--- src/rtl/gpio_pkg.sv ---
// Package: register indices and sizes shared by the GPIO port and its bench.
// Assumes an 8-bit index/data register interface.
package gpio_pkg;
    localparam int unsigned DATA_W = 8;
    localparam int unsigned ADDR_W = 8;

    localparam logic [ADDR_W-1:0] IDX_OE         = 8'hF0;
    localparam logic [ADDR_W-1:0] IDX_VAL        = 8'hF1;
    localparam logic [ADDR_W-1:0] IDX_STATUS     = 8'hF2;
    localparam logic [ADDR_W-1:0] IDX_DRV        = 8'hF3;
    localparam logic [ADDR_W-1:0] IDX_MODE       = 8'hF4;
    localparam logic [ADDR_W-1:0] IDX_WIDTH      = 8'hF5;
    localparam logic [ADDR_W-1:0] IDX_STATUS_ALT = 8'h06;
endpackage

--- src/rtl/gpio_sync.sv ---
// Module: two-flop synchroniser for a vector of pad inputs.
// Assumes each bit is handled on its own; no bus coherency is implied.
module gpio_sync #(
    parameter int unsigned W = 8
) (
    input  logic         clk,
    input  logic         rst_n,
    input  logic [W-1:0] d,
    output logic [W-1:0] q
);
    logic [W-1:0] stage1;
    logic [W-1:0] stage2;

    // Two registers in series; both clear on reset.
    always_ff @(posedge clk) begin
        if (!rst_n) begin
            stage1 <= '0;
            stage2 <= '0;
        end else begin
            stage1 <= d;
            stage2 <= stage1;
        end
    end

    assign q = stage2;

    // the output is the first stage delayed by one cycle
    a_r10_two_stage: assert property (@(posedge clk) disable iff (!rst_n)
        stage2 == $past(stage1));
endmodule

--- src/rtl/gpio_pulse_timer.sv ---
// Module: one-shot pulse timer for a single pin.
// Assumes start is ignored while busy; a width of 0 is treated as 1.
module gpio_pulse_timer #(
    parameter int unsigned CW = 8
) (
    input  logic          clk,
    input  logic          rst_n,
    input  logic          start,
    input  logic [CW-1:0] width,
    output logic          busy,
    output logic          done
);
    logic [CW-1:0] cnt;
    logic [CW-1:0] load_val;

    // Width 0 gets the minimum one-cycle length.
    always_comb load_val = (width == '0) ? CW'(1) : width;

    // Load on an idle start, count down while busy, stop at the last cycle.
    always_ff @(posedge clk) begin
        if (!rst_n) begin
            busy <= 1'b0;
            cnt  <= '0;
        end else if (!busy) begin
            if (start) begin
                busy <= 1'b1;
                cnt  <= load_val;
            end
        end else if (cnt == CW'(1)) begin
            busy <= 1'b0;
            cnt  <= '0;
        end else begin
            cnt <= cnt - CW'(1);
        end
    end

    assign done = busy && (cnt == CW'(1));

    // a start during a running pulse does not reload the counter
    a_r8_no_restart: assert property (@(posedge clk) disable iff (!rst_n)
        (busy && start && cnt != CW'(1)) |=> (busy && cnt == $past(cnt) - CW'(1)));
endmodule

--- src/rtl/gpio_pulse_port.sv ---
// Module: eight-pin GPIO port with level/pulse outputs, open-drain option,
// output enables and a synchronised status byte.
// Assumes the host writes through the index/data port; reads are combinational.
module gpio_pulse_port
    import gpio_pkg::*;
#(
    parameter int unsigned      NPINS      = 8,
    parameter logic [NPINS-1:0] PULSE_MASK = 8'b0111_0000,
    parameter logic [NPINS-1:0] VAL_RST    = 8'b0000_1111,
    parameter logic [NPINS-1:0] DRV_RST    = 8'hFF,
    parameter int unsigned      PW_W       = 8,
    parameter int unsigned      PW_RST     = 10
) (
    input  logic              clk,
    input  logic              rst_n,
    input  logic              reg_wr,
    input  logic [ADDR_W-1:0] reg_addr,
    input  logic [DATA_W-1:0] reg_wdata,
    output logic [DATA_W-1:0] reg_rdata,
    input  logic [NPINS-1:0]  pad_in,
    output logic [NPINS-1:0]  pad_out,
    output logic [NPINS-1:0]  pad_oe
);
    localparam logic [PW_W-1:0] WIDTH_RST = PW_W'(PW_RST);

    logic [NPINS-1:0] oe_r, drv_r, mode_r, val_r, val_nxt;
    logic [PW_W-1:0]  width_r;
    logic [NPINS-1:0] busy, done, lvl, status;
    logic             wr_val;

    assign wr_val = reg_wr && (reg_addr == IDX_VAL);

    // Configuration registers; mode bits exist only on pulse-capable pins.
    always_ff @(posedge clk) begin
        if (!rst_n) begin
            oe_r    <= '0;
            drv_r   <= DRV_RST;
            mode_r  <= '0;
            width_r <= WIDTH_RST;
        end else if (reg_wr) begin
            case (reg_addr)
                IDX_OE:    oe_r    <= reg_wdata[NPINS-1:0];
                IDX_DRV:   drv_r   <= reg_wdata[NPINS-1:0];
                IDX_MODE:  mode_r  <= reg_wdata[NPINS-1:0] & PULSE_MASK;
                IDX_WIDTH: width_r <= reg_wdata[PW_W-1:0];
                default:   ;
            endcase
        end
    end

    // Value register takes the per-pin next state built below.
    always_ff @(posedge clk) begin
        if (!rst_n) val_r <= VAL_RST;
        else        val_r <= val_nxt;
    end

    for (genvar i = 0; i < NPINS; i++) begin : g_pin
        if (PULSE_MASK[i]) begin : g_pulse
            logic start_i;
            assign start_i = wr_val && mode_r[i] && reg_wdata[i];

            gpio_pulse_timer #(.CW(PW_W)) u_timer (
                .clk   (clk),
                .rst_n (rst_n),
                .start (start_i),
                .width (width_r),
                .busy  (busy[i]),
                .done  (done[i])
            );

            // End of pulse clears; pulse-mode writes only set an idle bit.
            assign val_nxt[i] = done[i]                  ? 1'b0 :
                                !wr_val                  ? val_r[i] :
                                !mode_r[i]               ? reg_wdata[i] :
                                (start_i && !busy[i])    ? 1'b1 : val_r[i];
            // Active-low pulse, idle high in pulse mode.
            assign lvl[i] = mode_r[i] ? ~busy[i] : val_r[i];

            // the value bit is clear once the pulse has ended
            a_r7_clear_on_end: assert property (@(posedge clk) disable iff (!rst_n)
                $fell(busy[i]) |-> !val_r[i]);
            // a running pulse drives the enabled pin low
            a_r6_low_while_busy: assert property (@(posedge clk) disable iff (!rst_n)
                (busy[i] && mode_r[i] && oe_r[i]) |-> (pad_oe[i] && !pad_out[i]));
        end else begin : g_level
            assign busy[i]    = 1'b0;
            assign done[i]    = 1'b0;
            assign val_nxt[i] = wr_val ? reg_wdata[i] : val_r[i];
            assign lvl[i]     = val_r[i];
        end
    end

    // Pad drive: disabled pins float; open-drain floats a high level.
    always_comb begin
        pad_out = lvl;
        pad_oe  = oe_r & (~lvl | drv_r);
    end

    gpio_sync #(.W(NPINS)) u_sync (
        .clk   (clk),
        .rst_n (rst_n),
        .d     (pad_in),
        .q     (status)
    );

    // Read multiplexer; status is reachable at two indices.
    always_comb begin
        reg_rdata = '0;
        case (reg_addr)
            IDX_OE:                     reg_rdata = DATA_W'(oe_r);
            IDX_VAL:                    reg_rdata = DATA_W'(val_r);
            IDX_DRV:                    reg_rdata = DATA_W'(drv_r);
            IDX_MODE:                   reg_rdata = DATA_W'(mode_r);
            IDX_WIDTH:                  reg_rdata = DATA_W'(width_r);
            IDX_STATUS, IDX_STATUS_ALT: reg_rdata = DATA_W'(status);
            default:                    reg_rdata = '0;
        endcase
    end

    // a pin with its enable clear is never driven
    a_r4_undriven: assert property (@(posedge clk) disable iff (!rst_n)
        (pad_oe & ~oe_r) == '0);
endmodule

--- config.mk ---
export PLATFORM = sky130hd
export DESIGN_NAME = gpio_pulse_port
export DESIGN_NICKNAME = d
export VERILOG_FILES = /design/src/rtl/gpio_pkg.sv /design/src/rtl/gpio_sync.sv /design/src/rtl/gpio_pulse_timer.sv /design/src/rtl/gpio_pulse_port.sv
export SDC_FILE = /design/constraint.sdc
export NUM_CORES = 1
export LEC_CHECK = 0
export BUFFER_PORTS_ARGS = -buffer_cell sky130_fd_sc_hd__buf_2
export CORE_UTILIZATION = 36
export DETAILED_ROUTE_END_ITERATION = 6
export PLACE_DENSITY = 0.56
export SYNTH_ARGS = -nofsm -noshare
export SYNTH_HDL_FRONTEND = slang
export SYNTH_HIERARCHICAL = 1
export SYNTH_SLANG_ARGS = --single-unit
--- constraint.sdc ---
create_clock -name clk -period 2.5 [get_ports clk]
set_input_delay 0.25 -clock clk [delete_from_list [all_inputs] [get_ports clk]]
set_output_delay 0.25 -clock clk [all_outputs]
set_load 0.02 [all_outputs]
Word level (Yosys, flattened, before mapping)
Cells that the tools add are included.

storage, ports and cells
  flip-flop bits (word level) = 78
  bits of input ports = 27

cells by class
  $add $sub $neg = 3
  eq/ne operators = 13
  mux-type cells = 29
  bitwise operators = 7
  reduce and logical (&&, ||, !) cells = 31

operators by type and width
  kind                 count
  $mux 8               10
  $eq 8x8->1 const B   6
  $pmux 8 s6           1
  $eq 8x1->1 const B   3
  $sub 8x1->8 const B  3
  $mux 1               18
  $reduce_and 2->1     7
  $logic_and 1x1->1    13
  $and 8x8->8          1
  $eq 8x3->1 const B   1
  $logic_not 8->1      1
  $not 8->8            1
  $or 8x8->8           1
  $reduce_or 2->1      4
  $ne 2x1->1 const B   3
  $reduce_bool 2->1    3
  $not 1->1            4
  $logic_not 1->1      3

Logic depth before layout (Yosys ltp)
Gate-level depths: netlist of the first run.

  depth after elaboration = 7
  depth in mapped cells = 9

Modules after synthesis
The synthesis of the first run kept the hierarchy.

modules (own cells, without submodules)
  module            times used  cells an instance  area an instance (um^2)
  gpio_pulse_port   1           221                1,908.1
  gpio_pulse_timer  3           65                 565.5
  gpio_sync         1           33                 446.7

Worst setup path before layout of the first run
Ideal clock, no wire load.

  kind = input-to-reg
  from = input reg_addr[0]
  to = register g_pin[6].g_pulse.u_timer.cnt[7]
  setup time = 0.135 ns
  arrival time = 1.985 ns
  data required time = 2.365 ns
  path slack = 0.380 ns
  stages on the path = 9
  cells stage by stage = buf_2 -> nor2b_1 -> and4_1 -> buf_2 -> and3_1 -> clkbuf_1 -> mux2_2 -> o21ai_0 -> a31oi_1

between the ends
  longest elaborated chain between the ends = 5

RTL lines
  element                             RTL line                RTL
  start: declaration                  gpio_pulse_port.sv:17   input logic [ADDR_W-1:0] reg_addr,
  $eq 8x8->1                          gpio_pulse_port.sv:31   assign wr_val = reg_wr && (reg_addr == IDX_VAL);
  $logic_and 1x1->1                   gpio_pulse_port.sv:31
  $logic_and 1x1->1 (2 in series)     gpio_pulse_port.sv:60   assign start_i = wr_val && mode_r[i] && reg_wdata[i];
  via g_pin[6].g_pulse.start_i        gpio_pulse_port.sv:59   logic start_i;
  $reduce_bool 2->1 (no source line)  n/a
  end signal: assignment              gpio_pulse_timer.sv:27  cnt <= load_val;
  end signal: assignment              gpio_pulse_timer.sv:33  cnt <= cnt - CW'(1);
  end: declaration                    gpio_pulse_timer.sv:13  logic [CW-1:0] cnt;

The timed path passes the listed nets, and every way through them passes these cells.
A chain may end at the register's enable or synchronous reset.

Worst setup path in the final report of the first run
  from = register width_r[4]
  to = output reg_rdata[4]

between the ends
  longest elaborated chain between the ends = 1

RTL lines
  element                   RTL line                RTL
  start: declaration        gpio_pulse_port.sv:27   logic [PW_W-1:0] width_r;
  start signal: assignment  gpio_pulse_port.sv:45   IDX_WIDTH: width_r <= reg_wdata[PW_W-1:0];
  $pmux 8 s6                gpio_pulse_port.sv:109  case (reg_addr)
  end: declaration          gpio_pulse_port.sv:19   output logic [DATA_W-1:0] reg_rdata,

No other way between the ends.

==> run_results.csv, run 1 <==
group,metric,value,unit
setup_path,crit_fanout,8,
placement,io_buffers,50,
setup_path,critPathKind,"flip-flop to output pin",
clock_network,clk_pin_slew,0.09,ns
drt,first_pass_iters,4,
setup_path,end_kind,"output pin",
synthesis,syn_area,4050,um2
placement,dp_hpwl,7350,um
sta,rsz0062_at_grt,"no",
synthesis,synth_mux_area_share,9.85,%
power_and_ir_drop,power_density,492,nW/um2
clock_network,ctsResizeCount,0,
power_and_ir_drop,p_leak,1.89,nW
setup_path,r2r_start,"g_pin[4].g_pulse.u_timer/cnt[2]",
layout,insertedDiodeCount,0,
sta,timing_hold_violations_final,0,
synthesis,yosys_warnings,6,
global_routing,grt_max_degree,29,
die,die_h,108,um
global_routing,grt_pass1_vias,3216,
clock_network,postCtsHoldBufs,0,
drt,wl,10400,um
sta,slew_headroom,32.8,%
synthesis,yosys-top-cells-count,"dfxtp_1, nand2_1, inv_1",
setup_path,crit_path_start_kind,"flip-flop",
worst_hold_path,min_path_type,"primary input to flip-flop",
setup_path,crit_required,2.25,ns
drt,num_vias,3437,
placement,dp_cells,627,
drt,routedWlPerCell,16.2,um
power_and_ir_drop,ir_worst_vdd,0.000267,V
synthesis,syn_area_per_cell,9.02,um2
clock_network,clockBufferDepth,2,
sta,drv_slew,0,
synthesis,yosysMostFrequentCell,"dfxtp_1",
sta,fin_crit_sh,87.0,%
drt,avgViaCountPerCell,5.35,
synthesis,yosysSeqAreaShare,38.5,%
synthesis,yosysTopAreaCell,"dfxtp_1",
clock_network,root_buffer,"clkbuf_8",
worst_hold_path,whs_path_depth,2,
die,pin_count,51,
drt,drc_errors,0,
worst_hold_path,worstHoldEndpoint,"u_sync/stage1[3]",
sta,finalCriticalPeriod,2.17,ns
synthesis,async_reset_ff_share,0,%
synthesis,syn-num-nets,482,
clock_network,cts_buffers,9,
worst_hold_path,min-delay-start,"pad_in[3]",
setup_path,crit_start,"width_r[4]",
layout,drive_above_1_share,23.1,%
placement,place_congestion,0.837,
sta,finClkSkew,0.0114,ns
synthesis,synth_compound_area_share,18.3,%
synthesis,yosys-top-cells-area,"dfxtp_1, mux2i_1, nand2_1",
clock_network,cts_tree,"yes",
clock_network,clk-insertion-delay-late,0.36,ns
synthesis,yosys_most_used_dff,"dfxtp_1",
global_routing,grt_pass1_wl,16700,um
outcome,status,"finished, final reports clean",
die,fp.dieW,108,um
sta,tightest_slew,1.00,ns
drt,ant_nets,0,
clock_network,cts_max_level,3,
drt,drtIter0Drc,173,
global_routing,antenna_found_initial,0,
layout,layout.nets,531,
synthesis,synth-edff-count,0,
layout,final_cells,643,
synthesis,synth_top_family_by_area,"simple AND/OR/NAND/NOR gates",
die,initial_core_util,37.2,%
sta,max_freq,460,MHz
synthesis,syn-instance-count,449,
job,maxCapViolCount,0,
synthesis,yosysUniqueCellTypes,56,
sta,setup_viol,0,
synthesis,synth-simple-area-share,23.2,%
global_routing,overflow,0,
sta,finalSetupTns,0,ns
layout,final_util,42.4,%
setup_path,worstReg2RegEnd,"g_pin[4].g_pulse.u_timer/cnt[0]",
synthesis,synth_top_area_share,38.5,%
die,rows,38,
synthesis,synth_adder_area_share,1.85,%
setup_path,rrSetupSlack,0.58,ns
global_routing,grt_usage,18.7,%
setup_path,cp_data_arrival_time,1.92,ns
layout,area_growth,13.9,%
clock_network,clock_sinks,78,
die,die-area,11700,um2
clock_network,cts_setup_buffers,0,
synthesis,synthXorXnorAreaFrac,1.95,%
synthesis,ys_ff_latch,78,
die,core_area,10900,um2
setup_path,reg2reg_depth,3,
layout,n_fill_cell,1101,
[layer usage]
layer  GRT usage (%)  part of all wire, %  vias to the layer above
met4            5.77                  1.6                        0
li1                -                    -                     1740
met1            24.5                   49                     1626
met2            30.0                   46                       57
met5               0                    0                        -
met3            4.94                  3.7                       14
[cell families after synthesis]
| family | Yosys count |
|---|---|
| compound gates | 105 |
| simple gates | 163 |
| fa+ha+maj | 6 |
| buf+inv | 52 |
| xor+xnor | 9 |
| flops | 78 |
| mux | 36 |
[metrics by stage]
step	area, um2	setup WS [ns]	total power [W]	hold WS [ns]
floorplan	4050	0.380	0.00135	0.374
global placement	4430	0.384	0.00141	0.430
detailed placement	4430	0.364	0.00141	0.433
CTS	4610	0.305	0.00231	0.0676
global route	4610	0.190	0.00238	0.0564
finish	4610	0.326	0.00227	0.0828
[worst max path at each step]
stage / slack [ns] / end
2_1_floorplan: 0.38 / g_pin[6].g_pulse.u_timer/cnt[7]
3_3_place_gp: 0.38 / reg_rdata[7]
3_5_place_dp: 0.36 / reg_rdata[7]
4_1_cts: 0.30 / reg_rdata[4]
5_1_grt: 0.19 / reg_rdata[5]
6_report: 0.33 / reg_rdata[4]
[registers in the layout, indices dropped and copies added, names as in the netlist]
signal and flops:
drv_r 8, g_pin.g_pulse.u_timer/busy 3, g_pin.g_pulse.u_timer/cnt 24, mode_r 3, oe_r 8, u_sync/q 8, u_sync/stage1 8, val_r 8
width_r 8
[cell type report]
class,instances,area [um2],area share (%)
multi-input combinational,319,2240,48.5
timing repair buffer,66,370,8.03
clock buffer,9,124,2.69
tap,140,175,3.80
clock inverter,7,56.3,1.22
sequential,78,1560,33.8
inverter,24,90.1,1.95
[worst max-delay path: stages (launching register included)]
cell and delay, ns:
dfxtp_1 0.43, mux4_2 0.51, and3_1 0.20, a221o_1 0.26, buf_2 0.16
[power by group]
| group | internal, W | total [W] | leakage (nW) | switching, W |
|---|---|---|---|---|
| sequential | 0.00125 | 0.00126 | 0.632 | 0.00000454 |
| combinational | 0.0000483 | 0.000121 | 1.18 | 0.0000727 |
| clock | 0.000370 | 0.000892 | 0.0789 | 0.000522 |
[placed cells by master (no fill, tap or decap), drive strengths merged, types with 7 or more instances in the layout]
| cell type | n |
|---|---|
| dfxtp | 78 |
| buf | 66 |
| nand2 | 43 |
| inv | 27 |
| o21ai | 24 |
| mux2i | 23 |
| and2 | 19 |
| nand3 | 18 |
| nor2 | 15 |
| a211oi | 12 |
| nor3 | 11 |
| mux2 | 11 |
| nand2b | 9 |
| clkbuf | 9 |
| a21boi | 8 |
| o211ai | 8 |
| a221o | 7 |
(Power assumes the default switching activity.)
==> run 2: changes to the inputs <==
--- a/config.mk
+++ b/config.mk
@@ -6,6 +6,7 @@
 export NUM_CORES = 1
 export LEC_CHECK = 0
 export BUFFER_PORTS_ARGS = -buffer_cell sky130_fd_sc_hd__buf_2
+export CORE_ASPECT_RATIO = 1.75
 export CORE_UTILIZATION = 36
 export DETAILED_ROUTE_END_ITERATION = 6
 export PLACE_DENSITY = 0.56
==> run_results.csv, run 2 (synthesized netlist as in run 1, its figures left out) <==
group,metric,value,unit
layout,area_growth,16.0,%
clock_network,clock_sinks,78,
layout,regArea,1560,um2
placement,placed_area,4410,um2
drt,ant_nets,0,
placement,dp_cells,616,
power_and_ir_drop,pwr-share-comb,4.4,%
power_and_ir_drop,intPower,0.00199,W
setup_path,crit_fanout,8,
placement,dp_hpwl,7920,um
setup_path,crit_required,2.25,ns
layout,largest_register_ffs,24,
clock_network,cts_max_level,3,
die,core_area,10800,um2
sta,finClkSkew,0.00710,ns
global_routing,grt_pass1_wl,16900,um
power_and_ir_drop,ir_worst_vdd,0.000457,V
drt,routedWlPerCell,16.9,um
worst_hold_path,whs_path_depth,2,
sta,timing_hold_violations_final,0,
layout,multiInputGateArea,2240,um2
drt,first_pass_iters,4,
die,die-area,11700,um2
sta,finalSetupTns,0,ns
die,pin_count,51,
die,rows,50,
layout,final_cells,632,
placement,place_congestion,0.808,
setup_path,crit_path_start_kind,"flip-flop",
global_routing,grt_usage,19.5,%
sta,finalCriticalPeriod,2.18,ns
drt,wl,10700,um
drt,num_vias,3525,
sta,whs,0.107,ns
placement,io_buffers,50,
power_and_ir_drop,p_seq_share,47.5,%
setup_path,worstReg2RegEnd,"val_r[6]",
die,fp.dieW,82.2,um
power_and_ir_drop,p_switching,0.000658,W
setup_path,cp_data_arrival_time,1.93,ns
drt,avgViaCountPerCell,5.58,
global_routing,antenna_found_initial,0,
power_and_ir_drop,p_leak,1.95,nW
setup_path,critPathKind,"flip-flop to output pin",
die,initial_core_util,37.4,%
power_and_ir_drop,clkPwrFrac,48.1,%
clock_network,cts_setup_buffers,0,
sta,setup_viol,0,
worst_hold_path,worstHoldEndpoint,"u_sync/stage1[1]",
layout,finalInstanceArea,4700,um2
sta,fin_crit_sh,87.1,%
die,die_h,142,um
clock_network,clk-insertion-delay-late,0.35,ns
sta,rsz0062_at_grt,"no",
worst_hold_path,min_path_type,"primary input to flip-flop",
sta,tightest_slew,0.745,ns
clock_network,cts_buffers,9,
layout,insertedDiodeCount,0,
job,maxCapViolCount,0,
drt,drc_errors,0,
power_and_ir_drop,swShare,24.8,%
layout,largest-register,"g_pin.g_pulse.u_timer/cnt",
layout,layout.nets,530,
global_routing,grt_max_degree,40,
global_routing,overflow,0,
clock_network,ctsResizeCount,0,
layout,drive_above_1_share,22.9,%
clock_network,root_buffer,"clkbuf_16",
worst_hold_path,min-delay-start,"pad_in[1]",
clock_network,clockBufferDepth,2,
clock_network,clk_pin_slew,0.07,ns
layout,final_common_cell,"dfxtp_1",
setup_path,r2r_start,"g_pin[6].g_pulse.u_timer/cnt[2]",
power_and_ir_drop,power_density,564,nW/um2
sta,max_freq,459,MHz
power_and_ir_drop,power.total,0.00265,W
global_routing,grt_pass1_vias,3345,
sta,drv_slew,0,
drt,drtIter0Drc,145,
setup_path,reg2reg_depth,5,
outcome,status,"finished, final reports clean",
sta,slew_headroom,50.3,%
clock_network,postCtsHoldBufs,0,
layout,n_fill_cell,1092,
setup_path,end_kind,"output pin",
setup_path,rrSetupSlack,0.58,ns
layout,final_cell_mix,"dfxtp_1, buf_2, nand2_1",
clock_network,cts_tree,"yes",
## run 2: cell count changes in the layout (fill, tap and decap cells not counted), sizes merged
cell	change
clkinvlp	-3
buf	-1
clkinv	+2
inv	+1
## run 2: worst max-delay path: stages (launching register included)
cell     delay [ns]
dfxtp_1        0.45
mux4_2         0.53
and3_1         0.20
a221o_1        0.25
buf_2          0.16
## run 2: layer usage
layer / GRT usage, % / vias up / routed length (um)
met1: 20.0 / 1683 / 4240
met3: 4.10 / 32 / 307
met4: 10.5 / 0 / 452
li1: - / 1735 / -
met5: 0 / - / 0
met2: 35.3 / 75 / 5680
## run 2: layout make-up
cell class / count / share of cell area [%]
sequential: 78 / 33.2
inverter: 24 / 1.92
clock buffer: 9 / 4.79
clock inverter: 7 / 1.33
multi-input combinational: 319 / 47.6
tap: 130 / 3.46
timing repair buffer: 65 / 7.72
## run 2: worst max path at each step
stage / depth (start not counted) / end / startpoint
2_1_floorplan: 9 / g_pin[6].g_pulse.u_timer/cnt[7] / reg_addr[0]
3_3_place_gp: 7 / reg_rdata[2] / reg_addr[2]
3_5_place_dp: 7 / g_pin[4].g_pulse.u_timer/cnt[7] / reg_addr[2]
4_1_cts: 4 / reg_rdata[4] / width_r[4]
5_1_grt: 7 / reg_rdata[1] / reg_addr[2]
6_report: 4 / reg_rdata[4] / width_r[4]
## run 2: power by group through the flow
stage / Clock (W) / Combinational (W) / Sequential [W]
6_report: 0.00128 / 0.000117 / 0.00126
2_1_floorplan: 0 / 0.0000668 / 0.00129
3_5_place_dp: 0 / 0.000118 / 0.00129
5_1_grt: 0.00137 / 0.000130 / 0.00126
3_3_place_gp: 0 / 0.000117 / 0.00129
4_1_cts: 0.00130 / 0.000118 / 0.00126
## run 2: metrics by stage
| step | setup WS [ns] | util, % |
|---|---|---|
| 6_report | 0.324 | 43.4 |
| 5_1_grt | 0.269 | 43.4 |
| 4_1_cts | 0.321 | 43.4 |
| 3_5_place_dp | 0.393 | 40.8 |
| 3_3_place_gp | 0.422 | 40.8 |
| 2_1_floorplan | 0.380 | - |
==> run 3: changes to the inputs <==
==> constraint.sdc (replaced) <==
create_clock -name clk -period 2.5 [get_ports clk]
set_input_delay 0.5 -clock clk [delete_from_list [all_inputs] [get_ports clk]]
set_output_delay 0.5 -clock clk [all_outputs]
set_load 0.02 [all_outputs]
==> run_results.csv, run 3 (synthesized netlist as in run 1, its figures left out) <==
group,metric,value,unit
outcome,status,"finished, final reports clean",
setup_path,critPathKind,"primary input to output pin",
drt,routedWlPerCell,16.5,um
setup_path,slowest_delay,0.52,ns
clock_network,cts_max_level,3,
layout,regArea,1560,um2
power_and_ir_drop,power_density,564,nW/um2
layout,area_growth,18.6,%
sta,whs,0.363,ns
clock_network,cts_tree,"yes",
global_routing,grt_pass1_wl,17200,um
worst_hold_path,min_path_type,"primary input to flip-flop",
layout,multiInputGateArea,2240,um2
die,initial_core_util,37.4,%
drt,ant_nets,0,
drt,first_pass_iters,4,
clock_network,clk-insertion-delay-late,0.34,ns
sta,fin_crit_sh,94.8,%
setup_path,crit_fanout,16,
global_routing,grt_usage,19.6,%
setup_path,cp_top_family,"multiplexers",
setup_path,cp_data_arrival_time,1.87,ns
sta,finalCriticalPeriod,2.37,ns
setup_path,crit_path_start_kind,"primary input",
setup_path,crit_slowest_cell,"mux4_2",
sta,max_freq,422,MHz
sta,rsz0062_at_grt,"no",
global_routing,antenna_found_initial,0,
clock_network,cts_buffers,9,
placement,dp_hpwl,8020,um
layout,final_cell_mix,"dfxtp_1, buf_2, nand2_1",
setup_path,end_kind,"output pin",
die,core_area,10800,um2
die,rows,50,
global_routing,overflow,0,
power_and_ir_drop,p_switching,0.000622,W
layout,final_cells,639,
setup_path,crit_required,2.00,ns
power_and_ir_drop,ir_worst_vdd,0.000381,V
clock_network,clockBufferDepth,2,
power_and_ir_drop,intPower,0.00209,W
die,fp.dieW,82.2,um
sta,timing_hold_violations_final,0,
power_and_ir_drop,pwr-share-comb,4.6,%
layout,insertedDiodeCount,0,
die,pin_count,51,
sta,finClkSkew,0.00652,ns
drt,drc_errors,0,
job,maxCapViolCount,0,
power_and_ir_drop,p_seq_share,46.5,%
sta,finalSetupTns,0,ns
placement,dp_cells,623,
placement,place_congestion,0.816,
global_routing,grt_pass1_vias,3476,
drt,drtIter0Drc,125,
layout,largest_register_ffs,24,
drt,avgViaCountPerCell,5.51,
clock_network,clock_sinks,78,
setup_path,crit_path_cell_trace,"clkbuf_4, mux4_2, and3_1, a221o_1, buf_2",
power_and_ir_drop,p_leak,1.99,nW
sta,tightest_slew,0.673,ns
clock_network,cts_setup_buffers,0,
sta,drv_slew,0,
layout,layout.nets,537,
clock_network,clk_pin_slew,0.06,ns
power_and_ir_drop,clkPwrFrac,48.9,%
clock_network,root_buffer,"clkbuf_16",
placement,io_buffers,50,
layout,final_common_cell,"dfxtp_1",
layout,n_fill_cell,1084,
setup_path,critPathBufInv,2,
layout,largest-register,"g_pin.g_pulse.u_timer/cnt",
drt,wl,10600,um
die,die_h,142,um
layout,drive_above_1_share,23.8,%
drt,num_vias,3520,
sta,slew_headroom,55.1,%
global_routing,grt_max_degree,37,
sta,setup_viol,0,
power_and_ir_drop,swShare,23.0,%
die,die-area,11700,um2
[run 3: changes by cell type in the layout (fill, tap and decap cells not counted), moves of 2 or more]
cell        before  now
buf_4           15   19
buf_12           0    3
clkinv_4         2    0
clkinvlp_4       1    3
[run 3: path summary, 6_finish.rpt]
| kind | startpoint | endpoint | slack [ns] | cells after the start |
|---|---|---|---|---|
| min | pad_in[3] | u_sync/stage1[3] | 0.36 | 2 |
| min reg2reg | u_sync/stage1[1] | u_sync/q[1] | 0.45 | 1 |
| max | reg_addr[2] | reg_rdata[4] | 0.13 | 5 |
| max reg2reg | g_pin[5].g_pulse.u_timer/cnt[2] | val_r[5] | 0.62 | 5 |
[run 3: stage by stage]
step	utilization (%)	instance area, um2	total power [W]	worst slack [ns]
finish	44.4	4800	0.00271	0.129
detailed placement	41.6	4500	0.00141	0.0380
global route	44.4	4800	0.00280	0.0575
floorplan	-	4050	0.00135	0.130
global placement	41.6	4500	0.00141	0.0751
CTS	44.4	4800	0.00274	0.0451
[run 3: area by class of cell]
type	count	area share (%)
multi-input combinational	319	46.5
sequential	78	32.5
timing repair buffer	72	9.48
clock buffer	10	4.77
tap	130	3.39
inverter	24	1.87
clock inverter	6	1.46
[run 3: worst reg2reg max path, stage by stage (launching register included)]
cell	delay, ns
dfxtp_1	0.36
or4_1	0.66
nor3_1	0.41
and2_1	0.21
nand2b_1	0.11
a21oi_1	0.04
[run 3: metal layers]
layer	track usage, %	part of all wire, %
met3	3.27	3.4
met1	19.8	39
met5	0	0
met4	9.97	2.9
met2	36.9	55
[run 3: power groups by stage]
stage,Clock (W),Combinational [W],Sequential [W]
final,0.00133,0.000124,0.00126
after floorplan,0,0.0000668,0.00129
after detailed placement,0,0.000124,0.00129
after global routing,0.00140,0.000138,0.00126
after global placement,0,0.000122,0.00129
after CTS,0.00136,0.000125,0.00126
[run 3: repair_timing]
action	in CTS	in global routing
hold buffers	0	0
gates resized for setup	0	1
setup endpoints to repair	0	2
